File: src/rtl/iex_pkg.sv
package iex_pkg;
  localparam int INSTR_W   = 32;
  localparam int OP_W      = 6;
  localparam int RIDX_W    = 5;
  localparam int FUNCT_W   = 6;
  localparam int IMM_W     = 16;
  localparam int NUM_REGS  = 1 << RIDX_W;

  // field positions (decoded by neighbours, so fixed)
  localparam int OP_LSB    = INSTR_W - OP_W;
  localparam int RS_LSB    = OP_LSB - RIDX_W;
  localparam int RT_LSB    = RS_LSB - RIDX_W;
  localparam int RD_LSB    = RT_LSB - RIDX_W;

  localparam logic [OP_W-1:0] OP_REG  = 6'd0;
  localparam logic [OP_W-1:0] OP_ADDI = 6'd8;
  localparam logic [OP_W-1:0] OP_SLTI = 6'd10;
  localparam logic [OP_W-1:0] OP_ANDI = 6'd12;
  localparam logic [OP_W-1:0] OP_ORI  = 6'd13;
  localparam logic [OP_W-1:0] OP_LUI  = 6'd15;
  localparam logic [OP_W-1:0] OP_LDW  = 6'd35;
  localparam logic [OP_W-1:0] OP_STW  = 6'd43;

  localparam logic [FUNCT_W-1:0] FN_ADD = 6'd32;
  localparam logic [FUNCT_W-1:0] FN_SUB = 6'd34;
  localparam logic [FUNCT_W-1:0] FN_SLT = 6'd42;

  typedef enum logic [2:0] {
    ALU_ADD,
    ALU_SUB,
    ALU_SLT,
    ALU_AND,
    ALU_OR,
    ALU_PASSB
  } alu_op_e;

  typedef enum logic [1:0] {
    OPB_REG,
    OPB_SEXT,
    OPB_ZEXT,
    OPB_UPPER
  } opb_sel_e;

  typedef struct packed {
    logic     writes;
    logic     dst_is_rd;
    alu_op_e  alu_op;
    opb_sel_e opb_sel;
  } ctrl_t;
endpackage

File: src/rtl/iex_decoder.sv
module iex_decoder
  import iex_pkg::*;
(
  input  logic [INSTR_W-1:0] instr_i,
  output ctrl_t              ctrl_o,
  output logic [RIDX_W-1:0]  rs_o,
  output logic [RIDX_W-1:0]  rt_o,
  output logic [RIDX_W-1:0]  dst_o,
  output logic [IMM_W-1:0]   imm_o
);
  logic [OP_W-1:0]    op;
  logic [FUNCT_W-1:0] funct;
  logic [RIDX_W-1:0]  rd;

  assign op    = instr_i[OP_LSB +: OP_W];
  assign rs_o  = instr_i[RS_LSB +: RIDX_W];
  assign rt_o  = instr_i[RT_LSB +: RIDX_W];
  assign rd    = instr_i[RD_LSB +: RIDX_W];
  assign funct = instr_i[FUNCT_W-1:0];
  assign imm_o = instr_i[IMM_W-1:0];

  always_comb begin
    ctrl_o = '{writes: 1'b0, dst_is_rd: 1'b0, alu_op: ALU_ADD, opb_sel: OPB_REG};
    unique case (op)
      OP_REG: begin
        ctrl_o.dst_is_rd = 1'b1;
        unique case (funct)
          FN_ADD:  begin ctrl_o.writes = 1'b1; ctrl_o.alu_op = ALU_ADD; end
          FN_SUB:  begin ctrl_o.writes = 1'b1; ctrl_o.alu_op = ALU_SUB; end
          FN_SLT:  begin ctrl_o.writes = 1'b1; ctrl_o.alu_op = ALU_SLT; end
          default: ctrl_o.writes = 1'b0;
        endcase
      end
      OP_ADDI: begin ctrl_o.writes = 1'b1; ctrl_o.alu_op = ALU_ADD;   ctrl_o.opb_sel = OPB_SEXT;  end
      OP_SLTI: begin ctrl_o.writes = 1'b1; ctrl_o.alu_op = ALU_SLT;   ctrl_o.opb_sel = OPB_SEXT;  end
      OP_ANDI: begin ctrl_o.writes = 1'b1; ctrl_o.alu_op = ALU_AND;   ctrl_o.opb_sel = OPB_ZEXT;  end
      OP_ORI:  begin ctrl_o.writes = 1'b1; ctrl_o.alu_op = ALU_OR;    ctrl_o.opb_sel = OPB_ZEXT;  end
      OP_LUI:  begin ctrl_o.writes = 1'b1; ctrl_o.alu_op = ALU_PASSB; ctrl_o.opb_sel = OPB_UPPER; end
      // memory ops decoded explicitly; handled outside this unit
      OP_LDW, OP_STW: ctrl_o.writes = 1'b0;
      default:        ctrl_o.writes = 1'b0;
    endcase
  end

  assign dst_o = ctrl_o.dst_is_rd ? rd : rt_o;
endmodule

File: src/rtl/iex_regfile.sv
module iex_regfile #(
  parameter int XLEN  = 32,
  parameter int NREG  = 32,
  parameter int NRD   = 2,
  localparam int AW   = $clog2(NREG)
) (
  input  logic                      clk_i,
  input  logic                      rst_ni,
  input  logic                      we_i,
  input  logic [AW-1:0]             waddr_i,
  input  logic [XLEN-1:0]           wdata_i,
  input  logic [NRD-1:0][AW-1:0]    raddr_i,
  output logic [NRD-1:0][XLEN-1:0]  rdata_o
);
  logic [XLEN-1:0] regs_q [NREG];

  always_ff @(posedge clk_i or negedge rst_ni) begin
    if (!rst_ni) begin
      for (int i = 0; i < NREG; i++) regs_q[i] <= '0;
    end else if (we_i && (waddr_i != '0)) begin
      regs_q[waddr_i] <= wdata_i;
    end
  end

  for (genvar p = 0; p < NRD; p++) begin : g_rd
    assign rdata_o[p] = (raddr_i[p] == '0) ? '0 : regs_q[raddr_i[p]];
  end
endmodule

File: src/rtl/iex_alu.sv
module iex_alu
  import iex_pkg::*;
#(
  parameter int XLEN = 32
) (
  input  alu_op_e          alu_op_i,
  input  opb_sel_e         opb_sel_i,
  input  logic [XLEN-1:0]  a_i,
  input  logic [XLEN-1:0]  b_reg_i,
  input  logic [IMM_W-1:0] imm_i,
  output logic [XLEN-1:0]  res_o
);
  logic [XLEN-1:0] b;

  always_comb begin
    unique case (opb_sel_i)
      OPB_SEXT:  b = {{(XLEN-IMM_W){imm_i[IMM_W-1]}}, imm_i};
      OPB_ZEXT:  b = XLEN'(imm_i);
      OPB_UPPER: b = XLEN'(imm_i) << IMM_W;
      default:   b = b_reg_i;
    endcase
  end

  always_comb begin
    unique case (alu_op_i)
      ALU_ADD:   res_o = a_i + b;
      ALU_SUB:   res_o = a_i - b;
      ALU_SLT:   res_o = XLEN'($signed(a_i) < $signed(b));
      ALU_AND:   res_o = a_i & b;
      ALU_OR:    res_o = a_i | b;
      ALU_PASSB: res_o = b;
      default:   res_o = '0;
    endcase
  end
endmodule

File: src/rtl/int_exec_unit.sv
module int_exec_unit
  import iex_pkg::*;
#(
  parameter int XLEN = 32
) (
  input  logic               clk_i,
  input  logic               rst_ni,
  input  logic [INSTR_W-1:0] instr_i,
  output logic               wr_en_o,
  output logic [RIDX_W-1:0]  wr_addr_o,
  output logic [XLEN-1:0]    wr_data_o
);
  ctrl_t                       ctrl;
  logic [RIDX_W-1:0]           rs, rt, dst;
  logic [IMM_W-1:0]            imm;
  logic [1:0][RIDX_W-1:0]      raddr;
  logic [1:0][XLEN-1:0]        rdata;

  iex_decoder u_dec (
    .instr_i (instr_i),
    .ctrl_o  (ctrl),
    .rs_o    (rs),
    .rt_o    (rt),
    .dst_o   (dst),
    .imm_o   (imm)
  );

  assign raddr = {rt, rs};

  iex_regfile #(.XLEN(XLEN), .NREG(NUM_REGS), .NRD(2)) u_rf (
    .clk_i   (clk_i),
    .rst_ni  (rst_ni),
    .we_i    (wr_en_o),
    .waddr_i (wr_addr_o),
    .wdata_i (wr_data_o),
    .raddr_i (raddr),
    .rdata_o (rdata)
  );

  iex_alu #(.XLEN(XLEN)) u_alu (
    .alu_op_i  (ctrl.alu_op),
    .opb_sel_i (ctrl.opb_sel),
    .a_i       (rdata[0]),
    .b_reg_i   (rdata[1]),
    .imm_i     (imm),
    .res_o     (wr_data_o)
  );

  assign wr_addr_o = dst;
  assign wr_en_o   = ctrl.writes && (dst != '0);
endmodule

File: config.mk
export PLATFORM = sky130hd
export DESIGN_NAME = int_exec_unit
export DESIGN_NICKNAME = d
export VERILOG_FILES = /design/src/rtl/iex_pkg.sv /design/src/rtl/iex_decoder.sv /design/src/rtl/iex_regfile.sv /design/src/rtl/iex_alu.sv /design/src/rtl/int_exec_unit.sv
export SDC_FILE = /design/constraint.sdc
export NUM_CORES = 2
export LEC_CHECK = 0
export BUFFER_PORTS_ARGS = -buffer_cell sky130_fd_sc_hd__buf_4
export CAP_MARGIN = 30
export CORE_MARGIN = 4
export CORE_UTILIZATION = 35
export CTS_BUF_LIST = sky130_fd_sc_hd__clkbuf_16
export DETAILED_ROUTE_END_ITERATION = 8
export PLACE_DENSITY = 0.58
export SLEW_MARGIN = 10
export SYNTH_ARGS = -nofsm -noshare
export SYNTH_HDL_FRONTEND = slang
export SYNTH_SLANG_ARGS = --single-unit
File: constraint.sdc
create_clock -name clk_i -period 9.8 [get_ports clk_i]
set_input_delay 1.47 -clock clk_i [delete_from_list [all_inputs] [get_ports clk_i]]
set_output_delay 1.47 -clock clk_i [all_outputs]
set_load 0.05 [all_outputs]
==> flow_summary.ini <==
[clock_network]
clock_sinks = 1024
post_cts_resized = 0
root_buffer = clkbuf_16
ctsHoldBuffers = 0
cts_max_level = 3
clkTransAtPathRegs_ns = 0.06
numCtsBuffers = 109
cts_tree = yes
clock_path_buffers = 3
postCtsSetupBuffers = 0
insertion_delay_ns = 0.75

[synthesis]
syn_area_mm2 = 0.0582
syn-mean-instance-area_um2 = 10.9
synthArstFlopShare_pct = 100
synth_cells = 5329
syn_nets = 5466
ys_seq_area_share_pct = 44.0
ys_ff_latch = 1024
synth_edf_count = 0
synth_xor_area_share_pct = 0.0151
synth_compound_area_share_pct = 13.0
yosys_warnings = 0
synthSimpleGateAreaFrac_pct = 10.1
synth_top_family_by_area = multiplexers
synth_adder_area_share_pct = 2.24
muxShareOfSynthArea_pct = 26.2
ys.flop_type = dfrtp_1
synthDistinctLibCells = 82

[critical_path]
cp_max_fo = 70
crit_end = wr_data_o[26]
r2r_cells = 16
r2r_end = u_rf.regs_q[828]
endpoint_kind = output port
critPathLaunch = instr_i[16]
setup.worst_path.class = in2out
cp_num_buf_inv = 5
path_delay_family = compound AO/OA/AOI/OAI gates
rr_startpoint = u_rf.regs_q[16]
crit_chain = buf_8, buf_4, mux4_2, mux4_2, mux2i_1, o21ai_0, ha_1, fa_1, a211oi_1, o21ai_0, a31oi_1, a2111oi_0, buf_4, o221ai_1, a211oi_1, a211o_1, a21oi_2, inv_1, buf_4
crit_path_top_delay_cell = buf_8
cp.depth = 19
crit_path_max_incr_delay_ns = 0.66
path_common_cell = buf_4
arrival_ns = 7.73
startpoint_type = primary input
r2r_slack_ns = 3.68
required_ns = 8.33

[global_route]
grt_use_total_pct = 23.8
grt_pass1_vias = 43700
antenna_found_initial = 11
grt_pass1_wl_um = 306000
overflow = 0
grt_max_degree = 173

[timing]
clock-skew-final_ns = 0.0445
final-hold-violation-count = 0
finalMaxSlewViolations = 0
tightest_slew_ns = 1.03
timing.hold.ws_ns = 0.395
slew_headroom_pct = 30.8
fin_crit_ns = 9.20
fmax_ghz = 0.109
final.setup.tns_ns = 0
post-route-period-util_pct = 93.9
final-setup-viol-count = 0
rsz0062_at_grt = no

[detailed_routing]
via_per_inst = 5.94
wl_per_cell_um = 27.9
vias = 44200
drt_iter0_markers = 4812
ant_nets = 0
wirelength_um = 208000
dr.pass1.iters = 6
remaining_drc_errors = 0

[final_layout]
layout-drive-gt1-share_pct = 22.2
regMostFlops = u_rf.regs_q
largest_reg_flops = 1024
final_util_pct = 39.4
fin_cells = 7447
area_growth_syn_to_layout_pct = 11.8
layout_commonest_cell = dfrtp_1
nFillCells = 16000
final_cell_area_mm2 = 0.0650
largestRegisters = u_rf.regs_q (1024)
final_cell_mix = dfrtp_1 (1024), nand2_1 (949), o21ai_0 (888)
fin_nets = 5300

[place]
numPortBuffers = 71
gp_congestion = 0.965
dp.cells = 7237
dpl.hpwl_um = 132000
postPlaceCellArea_mm2 = 0.0614

[floorplan]
ios = 72
rows = 149
die_area_mm2 = 0.173
core_area_mm2 = 0.165
initial_core_util_pct = 35.2
die_w_um = 416
die_h_um = 416

[power]
peakVddDrop_v = 0.000130
leakagePower_nw = 27.1
power_density_mw_per_mm2 = 150

[flow_run]
drv_cap = 0

[worst_hold_path]
min_path_cells = 0
hp-start = u_rf.regs_q[1008]
hold_path.class = reg2reg

[outcome]
status = finished, final reports clean
[final cells by class]
cell class | count | area (um^2) | share of cell area (%)
antenna | 3 | 7.51 | 0.0115
clock buffer | 112 | 2800 | 4.31
clock inverter | 91 | 697 | 1.07
inverter | 138 | 518 | 0.796
multi-input combinational | 3633 | 30300 | 46.6
sequential | 1024 | 25600 | 39.4
tap | 2189 | 2740 | 4.21
timing repair buffer | 257 | 2330 | 3.58
[worst min-delay path by stage]
stage / end / slack, ns
final: u_rf.regs_q[1008] / 0.39
after detailed placement: u_rf.regs_q[1022] / 0.38
after global placement: u_rf.regs_q[996] / 0.38
after CTS: u_rf.regs_q[1023] / 0.40
after global routing: u_rf.regs_q[1021] / 0.41
after floorplan: u_rf.regs_q[1000] / 0.44
[cell usage after synthesis (43+ instances only)]
master / instances / area share (%)
a21oi_1: 195 / 1.7
nand2b_1: 43 / 0.46
inv_1: 136 / 0.88
nand2_1: 976 / 6.3
nor2_1: 288 / 1.9
a31oi_1: 78 / 0.84
ha_1: 101 / 2.2
o21ai_0: 889 / 7.6
clkbuf_1: 433 / 2.8
mux2i_1: 45 / 0.77
dfrtp_1: 1024 / 44
buf_1: 77 / 0.50
mux4_2: 640 / 25
[per-stage QoR]
step                setup WS, ns  power [mW]
detailed placement         0.609        5.68
global placement           0.501        5.66
floorplan                   1.55        5.18
CTS                        0.584        9.80
finish                     0.599        9.74
global route               0.106        10.1
[where the power goes]
group / internal (mW) / switching (mW)
Combinational: 0.427 / 0.788
Clock: 2.33 / 1.81
Sequential: 4.32 / 0.0720
[cells by family (layout without fill, tap and decap cells)]
family / after synthesis / count (layout)
XOR/XNOR: 1 / 1
buffers and inverters: 672 / 598
AO/OA/AOI/OAI: 1365 / 1365
flip-flops: 1024 / 1024
multiplexers: 719 / 719
adder cells (fa/ha/maj): 103 / 103
other: 0 / 3
AND/OR/NAND/NOR: 1445 / 1445
[routing by layer]
| layer | vias to the layer above | share of wire, % | GRT usage (%) |
|---|---|---|---|
| met4 | 6 | 4.2 | 9.97 |
| met5 | - | 0.021 | 0 |
| met2 | 1947 | 45 | 36.5 |
| met3 | 406 | 8.4 | 5.01 |
| li1 | 19100 | - | - |
| met1 | 22800 | 42 | 32.9 |
Note: power is estimated with default switching activity, not from simulation.
